$ cat src/rtl/wc_pkg.sv
package wc_pkg;
    typedef enum logic [2:0] {
        S_IDLE,
        S_WB,
        S_FILL,
        S_WTHRU,
        S_RA_CHK,
        S_RA,
        S_DRAIN
    } wc_state_e;
endpackage

$ cat src/rtl/wc_line_array.sv
module wc_line_array #(
    parameter int LINES  = 4,
    parameter int LINE_W = 24,
    localparam int IDX_W = $clog2(LINES)
) (
    input  logic              clk,
    input  logic              rst_n,
    input  logic              wr_en,
    input  logic [IDX_W-1:0]  wr_idx,
    input  logic [LINE_W-1:0] wr_line,
    input  logic [IDX_W-1:0]  rd_a_idx,
    output logic [LINE_W-1:0] rd_a_line,
    input  logic [IDX_W-1:0]  rd_b_idx,
    output logic [LINE_W-1:0] rd_b_line
);
    logic [LINE_W-1:0] line_q [LINES];
    logic [LINE_W-1:0] line_d [LINES];

    for (genvar g = 0; g < LINES; g++) begin : g_line
        always_comb begin
            line_d[g] = line_q[g];
            if (wr_en && wr_idx == IDX_W'(g)) begin
                line_d[g] = wr_line;
            end
        end

        always_ff @(posedge clk) begin
            if (!rst_n) begin
                line_q[g] <= '0;
            end else begin
                line_q[g] <= line_d[g];
            end
        end
    end

    assign rd_a_line = line_q[rd_a_idx];
    assign rd_b_line = line_q[rd_b_idx];
endmodule

$ cat src/rtl/wc_stat_counters.sv
module wc_stat_counters #(
    parameter int CNT_W = 16
) (
    input  logic             clk,
    input  logic             rst_n,
    input  logic             rd_inc,
    input  logic             hit_inc,
    output logic [CNT_W-1:0] read_cnt,
    output logic [CNT_W-1:0] hit_cnt
);
    typedef struct packed {
        logic [CNT_W-1:0] reads;
        logic [CNT_W-1:0] hits;
    } stat_t;

    stat_t d, q;

    always_comb begin
        d = q;
        if (rd_inc) begin
            d.reads = q.reads + 1'b1;
        end
        if (hit_inc) begin
            d.hits = q.hits + 1'b1;
        end
    end

    always_ff @(posedge clk) begin
        if (!rst_n) begin
            q <= '0;
        end else begin
            q <= d;
        end
    end

    assign read_cnt = q.reads;
    assign hit_cnt  = q.hits;
endmodule

$ cat src/rtl/wc_ctrl.sv
module wc_ctrl
    import wc_pkg::*;
#(
    parameter int ADDR_W = 8,
    parameter int DATA_W = 16,
    parameter int LINES  = 4,
    localparam int IDX_W  = $clog2(LINES),
    localparam int TAG_W  = ADDR_W - IDX_W,
    localparam int LINE_W = 2 + TAG_W + DATA_W
) (
    input  logic              clk,
    input  logic              rst_n,
    input  logic              early_ack_en,
    input  logic              req_valid,
    input  logic              req_we,
    input  logic [ADDR_W-1:0] req_addr,
    input  logic [DATA_W-1:0] req_wdata,
    output logic              req_ack,
    output logic [DATA_W-1:0] req_rdata,
    output logic              st_valid,
    output logic              st_we,
    output logic [ADDR_W-1:0] st_addr,
    output logic [DATA_W-1:0] st_wdata,
    input  logic              st_ack,
    input  logic [DATA_W-1:0] st_rdata,
    output logic [IDX_W-1:0]  a_idx,
    input  logic [LINE_W-1:0] a_line,
    output logic [IDX_W-1:0]  b_idx,
    input  logic [LINE_W-1:0] b_line,
    output logic              wr_en,
    output logic [IDX_W-1:0]  wr_idx,
    output logic [LINE_W-1:0] wr_line,
    output logic              rd_inc,
    output logic              hit_inc
);
    typedef struct packed {
        logic              valid;
        logic              dirty;
        logic [TAG_W-1:0]  tag;
        logic [DATA_W-1:0] data;
    } line_t;

    typedef struct packed {
        wc_state_e         state;
        logic              ack;
        logic [DATA_W-1:0] rdata;
        logic              st_valid;
        logic              st_we;
        logic [ADDR_W-1:0] st_addr;
        logic [DATA_W-1:0] st_wdata;
        logic [ADDR_W-1:0] cur_addr;
        logic              cur_we;
        logic [DATA_W-1:0] cur_wdata;
        logic              cur_early;
        logic [IDX_W-1:0]  drain_ptr;
    } ctrl_t;

    function automatic logic [TAG_W-1:0] tag_of(input logic [ADDR_W-1:0] a);
        return a[ADDR_W-1:IDX_W];
    endfunction

    ctrl_t d, q;
    line_t la, lb, nl;
    logic [ADDR_W-1:0] sel_addr;
    logic              sel_match;

    assign sel_addr  = (q.state == S_IDLE) ? req_addr : q.cur_addr;
    assign a_idx     = sel_addr[IDX_W-1:0];
    assign b_idx     = q.drain_ptr;
    assign la        = line_t'(a_line);
    assign lb        = line_t'(b_line);
    assign sel_match = la.valid && (la.tag == tag_of(sel_addr));

    always_comb begin
        d       = q;
        d.ack   = 1'b0;
        wr_en   = 1'b0;
        wr_idx  = a_idx;
        nl      = '0;
        rd_inc  = 1'b0;
        hit_inc = 1'b0;

        case (q.state)
            S_IDLE: begin
                if (req_valid) begin
                    d.cur_addr  = req_addr;
                    d.cur_we    = req_we;
                    d.cur_wdata = req_wdata;
                    d.cur_early = early_ack_en;
                    if (!req_we && sel_match) begin
                        rd_inc  = 1'b1;
                        hit_inc = 1'b1;
                        d.ack   = 1'b1;
                        d.rdata = la.data;
                    end else if (!sel_match && la.valid && la.dirty) begin
                        rd_inc     = !req_we;
                        d.st_valid = 1'b1;
                        d.st_we    = 1'b1;
                        d.st_addr  = {la.tag, a_idx};
                        d.st_wdata = la.data;
                        d.state    = S_WB;
                    end else if (!req_we) begin
                        rd_inc     = 1'b1;
                        d.st_valid = 1'b1;
                        d.st_we    = 1'b0;
                        d.st_addr  = req_addr;
                        d.state    = S_FILL;
                    end else begin
                        wr_en = 1'b1;
                        nl    = '{valid: 1'b1, dirty: early_ack_en,
                                  tag: tag_of(req_addr), data: req_wdata};
                        if (early_ack_en) begin
                            d.ack = 1'b1;
                        end else begin
                            d.st_valid = 1'b1;
                            d.st_we    = 1'b1;
                            d.st_addr  = req_addr;
                            d.st_wdata = req_wdata;
                            d.state    = S_WTHRU;
                        end
                    end
                end else if (lb.valid && lb.dirty) begin
                    d.st_valid = 1'b1;
                    d.st_we    = 1'b1;
                    d.st_addr  = {lb.tag, q.drain_ptr};
                    d.st_wdata = lb.data;
                    d.state    = S_DRAIN;
                end else begin
                    d.drain_ptr = q.drain_ptr + 1'b1;
                end
            end

            S_WB: begin
                if (st_ack) begin
                    d.st_valid = 1'b0;
                    if (q.cur_we) begin
                        wr_en = 1'b1;
                        nl    = '{valid: 1'b1, dirty: q.cur_early,
                                  tag: tag_of(q.cur_addr), data: q.cur_wdata};
                        if (q.cur_early) begin
                            d.ack   = 1'b1;
                            d.state = S_IDLE;
                        end else begin
                            d.st_valid = 1'b1;
                            d.st_we    = 1'b1;
                            d.st_addr  = q.cur_addr;
                            d.st_wdata = q.cur_wdata;
                            d.state    = S_WTHRU;
                        end
                    end else begin
                        d.st_valid = 1'b1;
                        d.st_we    = 1'b0;
                        d.st_addr  = q.cur_addr;
                        d.state    = S_FILL;
                    end
                end
            end

            S_FILL: begin
                if (st_ack) begin
                    d.st_valid = 1'b0;
                    wr_en      = 1'b1;
                    nl         = '{valid: 1'b1, dirty: 1'b0,
                                   tag: tag_of(q.cur_addr), data: st_rdata};
                    d.ack      = 1'b1;
                    d.rdata    = st_rdata;
                    d.cur_addr = q.cur_addr + 1'b1;
                    d.state    = S_RA_CHK;
                end
            end

            S_RA_CHK: begin
                if (la.valid && (la.dirty || sel_match)) begin
                    d.state = S_IDLE;
                end else begin
                    d.st_valid = 1'b1;
                    d.st_we    = 1'b0;
                    d.st_addr  = q.cur_addr;
                    d.state    = S_RA;
                end
            end

            S_RA: begin
                if (st_ack) begin
                    d.st_valid = 1'b0;
                    wr_en      = 1'b1;
                    nl         = '{valid: 1'b1, dirty: 1'b0,
                                   tag: tag_of(q.cur_addr), data: st_rdata};
                    d.state    = S_IDLE;
                end
            end

            S_WTHRU: begin
                if (st_ack) begin
                    d.st_valid = 1'b0;
                    d.ack      = 1'b1;
                    d.state    = S_IDLE;
                end
            end

            S_DRAIN: begin
                if (st_ack) begin
                    d.st_valid  = 1'b0;
                    wr_en       = 1'b1;
                    wr_idx      = q.drain_ptr;
                    nl          = lb;
                    nl.dirty    = 1'b0;
                    d.drain_ptr = q.drain_ptr + 1'b1;
                    d.state     = S_IDLE;
                end
            end

            default: d.state = S_IDLE;
        endcase
    end

    assign wr_line = LINE_W'(nl);

    always_ff @(posedge clk) begin
        if (!rst_n) begin
            q       <= '0;
            q.state <= S_IDLE;
        end else begin
            q <= d;
        end
    end

    assign req_ack   = q.ack;
    assign req_rdata = q.rdata;
    assign st_valid  = q.st_valid;
    assign st_we     = q.st_we;
    assign st_addr   = q.st_addr;
    assign st_wdata  = q.st_wdata;
endmodule

$ cat src/rtl/wc_cache.sv
module wc_cache #(
    parameter int ADDR_W = 8,
    parameter int DATA_W = 16,
    parameter int LINES  = 4,
    parameter int CNT_W  = 16
) (
    input  logic              clk,
    input  logic              rst_n,
    input  logic              early_ack_en,
    input  logic              req_valid,
    input  logic              req_we,
    input  logic [ADDR_W-1:0] req_addr,
    input  logic [DATA_W-1:0] req_wdata,
    output logic              req_ack,
    output logic [DATA_W-1:0] req_rdata,
    output logic              st_valid,
    output logic              st_we,
    output logic [ADDR_W-1:0] st_addr,
    output logic [DATA_W-1:0] st_wdata,
    input  logic              st_ack,
    input  logic [DATA_W-1:0] st_rdata,
    output logic [CNT_W-1:0]  read_cnt,
    output logic [CNT_W-1:0]  hit_cnt
);
    localparam int IDX_W  = $clog2(LINES);
    localparam int TAG_W  = ADDR_W - IDX_W;
    localparam int LINE_W = 2 + TAG_W + DATA_W;

    logic [IDX_W-1:0]  a_idx, b_idx, wr_idx;
    logic [LINE_W-1:0] a_line, b_line, wr_line;
    logic              wr_en, rd_inc, hit_inc;

    wc_ctrl #(.ADDR_W(ADDR_W), .DATA_W(DATA_W), .LINES(LINES)) u_ctrl (
        .clk(clk), .rst_n(rst_n), .early_ack_en(early_ack_en),
        .req_valid(req_valid), .req_we(req_we), .req_addr(req_addr),
        .req_wdata(req_wdata), .req_ack(req_ack), .req_rdata(req_rdata),
        .st_valid(st_valid), .st_we(st_we), .st_addr(st_addr),
        .st_wdata(st_wdata), .st_ack(st_ack), .st_rdata(st_rdata),
        .a_idx(a_idx), .a_line(a_line), .b_idx(b_idx), .b_line(b_line),
        .wr_en(wr_en), .wr_idx(wr_idx), .wr_line(wr_line),
        .rd_inc(rd_inc), .hit_inc(hit_inc)
    );

    wc_line_array #(.LINES(LINES), .LINE_W(LINE_W)) u_lines (
        .clk(clk), .rst_n(rst_n), .wr_en(wr_en), .wr_idx(wr_idx),
        .wr_line(wr_line), .rd_a_idx(a_idx), .rd_a_line(a_line),
        .rd_b_idx(b_idx), .rd_b_line(b_line)
    );

    wc_stat_counters #(.CNT_W(CNT_W)) u_stats (
        .clk(clk), .rst_n(rst_n), .rd_inc(rd_inc), .hit_inc(hit_inc),
        .read_cnt(read_cnt), .hit_cnt(hit_cnt)
    );
endmodule

$ cat config.mk
export PLATFORM = sky130hd
export DESIGN_NAME = wc_cache
export DESIGN_NICKNAME = d
export VERILOG_FILES = /design/src/rtl/wc_pkg.sv /design/src/rtl/wc_line_array.sv /design/src/rtl/wc_stat_counters.sv /design/src/rtl/wc_ctrl.sv /design/src/rtl/wc_cache.sv
export SDC_FILE = /design/constraint.sdc
export NUM_CORES = 1
export LEC_CHECK = 0
export ABC_CLOCK_PERIOD_IN_PS = 8000
export BUFFER_PORTS_ARGS = -buffer_cell sky130_fd_sc_hd__buf_2
export CORE_MARGIN = 2
export CORE_UTILIZATION = 55
export CTS_CLUSTER_DIAMETER = 200
export DETAILED_ROUTE_END_ITERATION = 6
export GPL_TIMING_DRIVEN = 0
export PLACE_DENSITY = 0.83
export SLEW_MARGIN = 5
export SYNTH_ARGS = -nofsm -noshare
export SYNTH_HDL_FRONTEND = slang
export SYNTH_SLANG_ARGS = --single-unit
$ cat constraint.sdc
create_clock -name clk -period 8 [get_ports clk]
set_input_delay 0 -clock clk [delete_from_list [all_inputs] [get_ports clk]]
set_output_delay 0 -clock clk [all_outputs]
set_load 0.01 [all_outputs]
==> out/results.ini <==
[cts]
cts_buffers=22
cts_sinks=204
post_cts_resize_count=0
cts.clk_slew.worst_paths_ns=0.07
cts_tree=done
clock_tree_buffer_depth=3
clock_tree.htree_level_count=1
clockRootBuffer=sky130_fd_sc_hd__clkbuf_16
clkLatencyLatePin_ns=0.51

[cells_and_area]
post_route_cells_drive_above_1_share_pct=18.3
finish.instance_area_mm2=0.0138
antenna_cells_inserted=0
final_util_pct=65.9
synthToLayoutAreaGrowth_pct=18.0
fillerInstances=1646
final_cell_count_no_fill=1758
final_nets=1516

[sta]
timing_worst_slew_pin_value_ns=1.22
period_needed_ns=4.55
grt_setup_unrepaired=false
layout_worst_path_cycle_share_pct=56.9
slew_headroom_pct=17.7
final_hold_viol_count=0
fin_setup_tns_ns=0
drv_slew=0
fmaxAchievable_ghz=0.220
hold_ws_ns=0.0245
finalSetupViolCount=0
fin_skew_ns=0.0147

[worst_setup_path]
worst_path_largest_cell_delay_ns=0.64
r2r_setup_slack_ns=3.45
regToRegStartpoint=u_ctrl.q[73]
critical_path_peak_fanout=16
setup.worst_path.end=u_lines.line_q[1][20]
path_cells=nor3_4 > mux2_4 > buf_6 > mux2i_1 > mux2i_1 > nand4_1 > a211o_1 > buf_6 > a21oi_4 > buf_6 > buf_6 > o21ai_0 > o21ai_2 > buf_8
worst_setup_path_end_kind=flop
worst_reg2reg_path_length_in_cells=14
critical-path-slowest-cell=sky130_fd_sc_hd__o21ai_2
crit_arrival_ns=4.75
worst_ep_required_time_ns=8.20
r2r-end=u_lines.line_q[1][20]
library_cell_appearing_most_often_on_the_critical_path=sky130_fd_sc_hd__buf_6
worstSetupStartpoint=u_ctrl.q[73]
critPathKind=flop to flop
critPathLaunchType=flop

[synthesis]
synth.yosys.warnings=0
synthCells=1290
synth_seq_area_share_pct=43.2
synth_commonest_cells=sky130_fd_sc_hd__nand2_1 (210), sky130_fd_sc_hd__nor2_1 (154), sky130_fd_sc_hd__dfxtp_1 (108)
async_flop_share_pct=0
syn_nets=1339
synth_area_in_compound_gates_pct=18.3
post_synthesis_instance_area_mm2=0.0117
synth_edf_count=96
synth_area_per_cell_um2=9.04
most_frequently_used_flop_master_after_synthesis=sky130_fd_sc_hd__dfxtp_1
synth.distinct_cells=70
synth_adder_area_share_pct=0.322
main_combinational_cell_family_by_area_after_synthesis=simple AND/OR/NAND/NOR gates
synth.area.mux_share_pct=9.46
synthSimpleGateAreaFrac_pct=19.4
synthMostInstantiatedCell=sky130_fd_sc_hd__nand2_1
netlist.top_cell.by_area=sky130_fd_sc_hd__edfxtp_1
post_synth_xor_area_fraction_pct=2.48
synth_top_area_share_pct=24.7
yosys-top-cells-area=sky130_fd_sc_hd__edfxtp_1 (25%), sky130_fd_sc_hd__dfxtp_1 (19%), sky130_fd_sc_hd__nand2_1 (6.8%)
synthesis_stage_register_bit_count=204

[floorplanning]
dieWidth_um=150
floorplan.core_area_mm2=0.0209
die_h_um=150
std_cell_rows=53
die_area_mm2=0.0224
start_util_pct=55.9
design.portCount=121

[power]
peak_supply_drop_uv=170
static-leakage-power_nw=5.24
powerDensity_mw_per_mm2=377

[placement]
dp_hpwl_um=28100
portBuffers=118
dpl.cell_count=1686
gp_routability_congestion=1.03
place_area_mm2=0.0127

[outcome]
run_status=complete, no violations

[run]
maxCapViolCount=0

[drt]
topRoutingLayerUsed=met4
wl_um=37800
drt-met1-wl_um=14700
antenna_left=0
drt_iter0_markers=1824
drt-wirelength-per-cell_um=21.5
detailedRoute.firstPassIterationCount=6
metal3_wl_um=4380
vias=11200
drcViolationCount=0
via_per_inst=6.39
wl_met2_um=17100

[global_routing]
track_usage_pct=33.1
grt_start_max_net_pins=25
first_global_vias=10300
grt_pass1_wl_um=57500
antenna_found_initial=0
grt-ovfl-total=0

[worst_hold_path]
hold_class=primary input to flop

## power breakdown
part | internal [W] | switching [W]
Combinational | 0.000933 | 0.00175
Clock | 0.000620 | 0.000422
Sequential | 0.00130 | 0.000161
## layout by cell type (no fill, tap or decap), types with 25 or more instances in the layout
cell type                         n
sky130_fd_sc_hd__dlygate4sd3_1   32
sky130_fd_sc_hd__a211oi_1        25
sky130_fd_sc_hd__o21ai_0         89
sky130_fd_sc_hd__nand3_1         54
sky130_fd_sc_hd__edfxtp_1        96
sky130_fd_sc_hd__nand2_1        210
sky130_fd_sc_hd__mux2i_1         44
sky130_fd_sc_hd__buf_2          130
sky130_fd_sc_hd__dfxtp_1        108
sky130_fd_sc_hd__buf_4           40
sky130_fd_sc_hd__nor2_1         154
sky130_fd_sc_hd__clkbuf_1        73
sky130_fd_sc_hd__a21oi_1         72
## worst max-delay path: cells and delay by family (launching register included)
kind	cells	cell delay, ns
simple gates	2	0.63
buf+inv	5	0.93
compound gates	4	1.34
mux	3	0.90
flops	1	0.40
## flip-flops by register name, indices dropped and copies added (netlist names), 2 cells and up, named ones only
register	cells
u_ctrl.b_idx	2
u_ctrl.q	29
u_ctrl.req_rdata	16
u_ctrl.st_addr	8
u_ctrl.st_wdata	16
u_lines.line_q	96
u_stats.hit_cnt	16
u_stats.read_cnt	16
## stage by stage
stage | power [W] | worst slack [ns]
floorplan | 0.00323 | 3.01
global placement | 0.00397 | 1.42
detailed placement | 0.00404 | 3.54
CTS | 0.00508 | 3.51
global route | 0.00542 | 3.30
finish | 0.00519 | 3.45
## worst min-delay path by stage
stage | depth (start not counted) | from | endpoint | slack, ns
finish | 5 | st_rdata[3] | u_ctrl.req_rdata[3] | 0.02
detailed placement | 3 | req_wdata[8] | u_ctrl.q[11] | 0.28
CTS | 5 | st_rdata[12] | u_ctrl.req_rdata[12] | 0.0009
global route | 5 | st_rdata[10] | u_ctrl.req_rdata[10] | 0.03
global placement | 3 | req_wdata[7] | u_ctrl.q[10] | 0.28
floorplan | 2 | req_addr[5] | u_ctrl.q[25] | 0.13
## cell families (layout without fill, tap and decap cells)
| kind of cell | after synthesis | count (layout) |
|---|---|---|
| compound gates | 317 | 317 |
| buf+inv | 149 | 342 |
| simple gates | 507 | 507 |
| mux | 77 | 77 |
| fa+ha+maj | 3 | 3 |
| xor+xnor | 33 | 33 |
| flops | 204 | 204 |
## metal layers
layer  track usage, %  vias up
met5                0        -
met4             12.5        0
met3             5.82      153
met2             52.2      846
met1             45.7     5228
li1                 -     5002
## what timing repair did
| action | 4_1_cts | 5_1_grt |
|---|---|---|
| hold buffers | 32 | 0 |
| setup buffers | 0 | 0 |
| hold endpoints to repair | 68 | 0 |
| setup endpoints to repair | 0 | 0 |
## area by class of cell
cell class / instances / area, um2 / area share [%]
sequential: 204 / 5040 / 36.6
clock buffer: 30 / 634 / 4.61
tap: 275 / 344 / 2.50
clock inverter: 10 / 103 / 0.745
inverter: 10 / 37.5 / 0.273
buffer: 139 / 754 / 5.48
multi-input combinational: 937 / 5870 / 42.6
timing repair buffer: 153 / 981 / 7.12
Power figures use the tool's default switching activity.
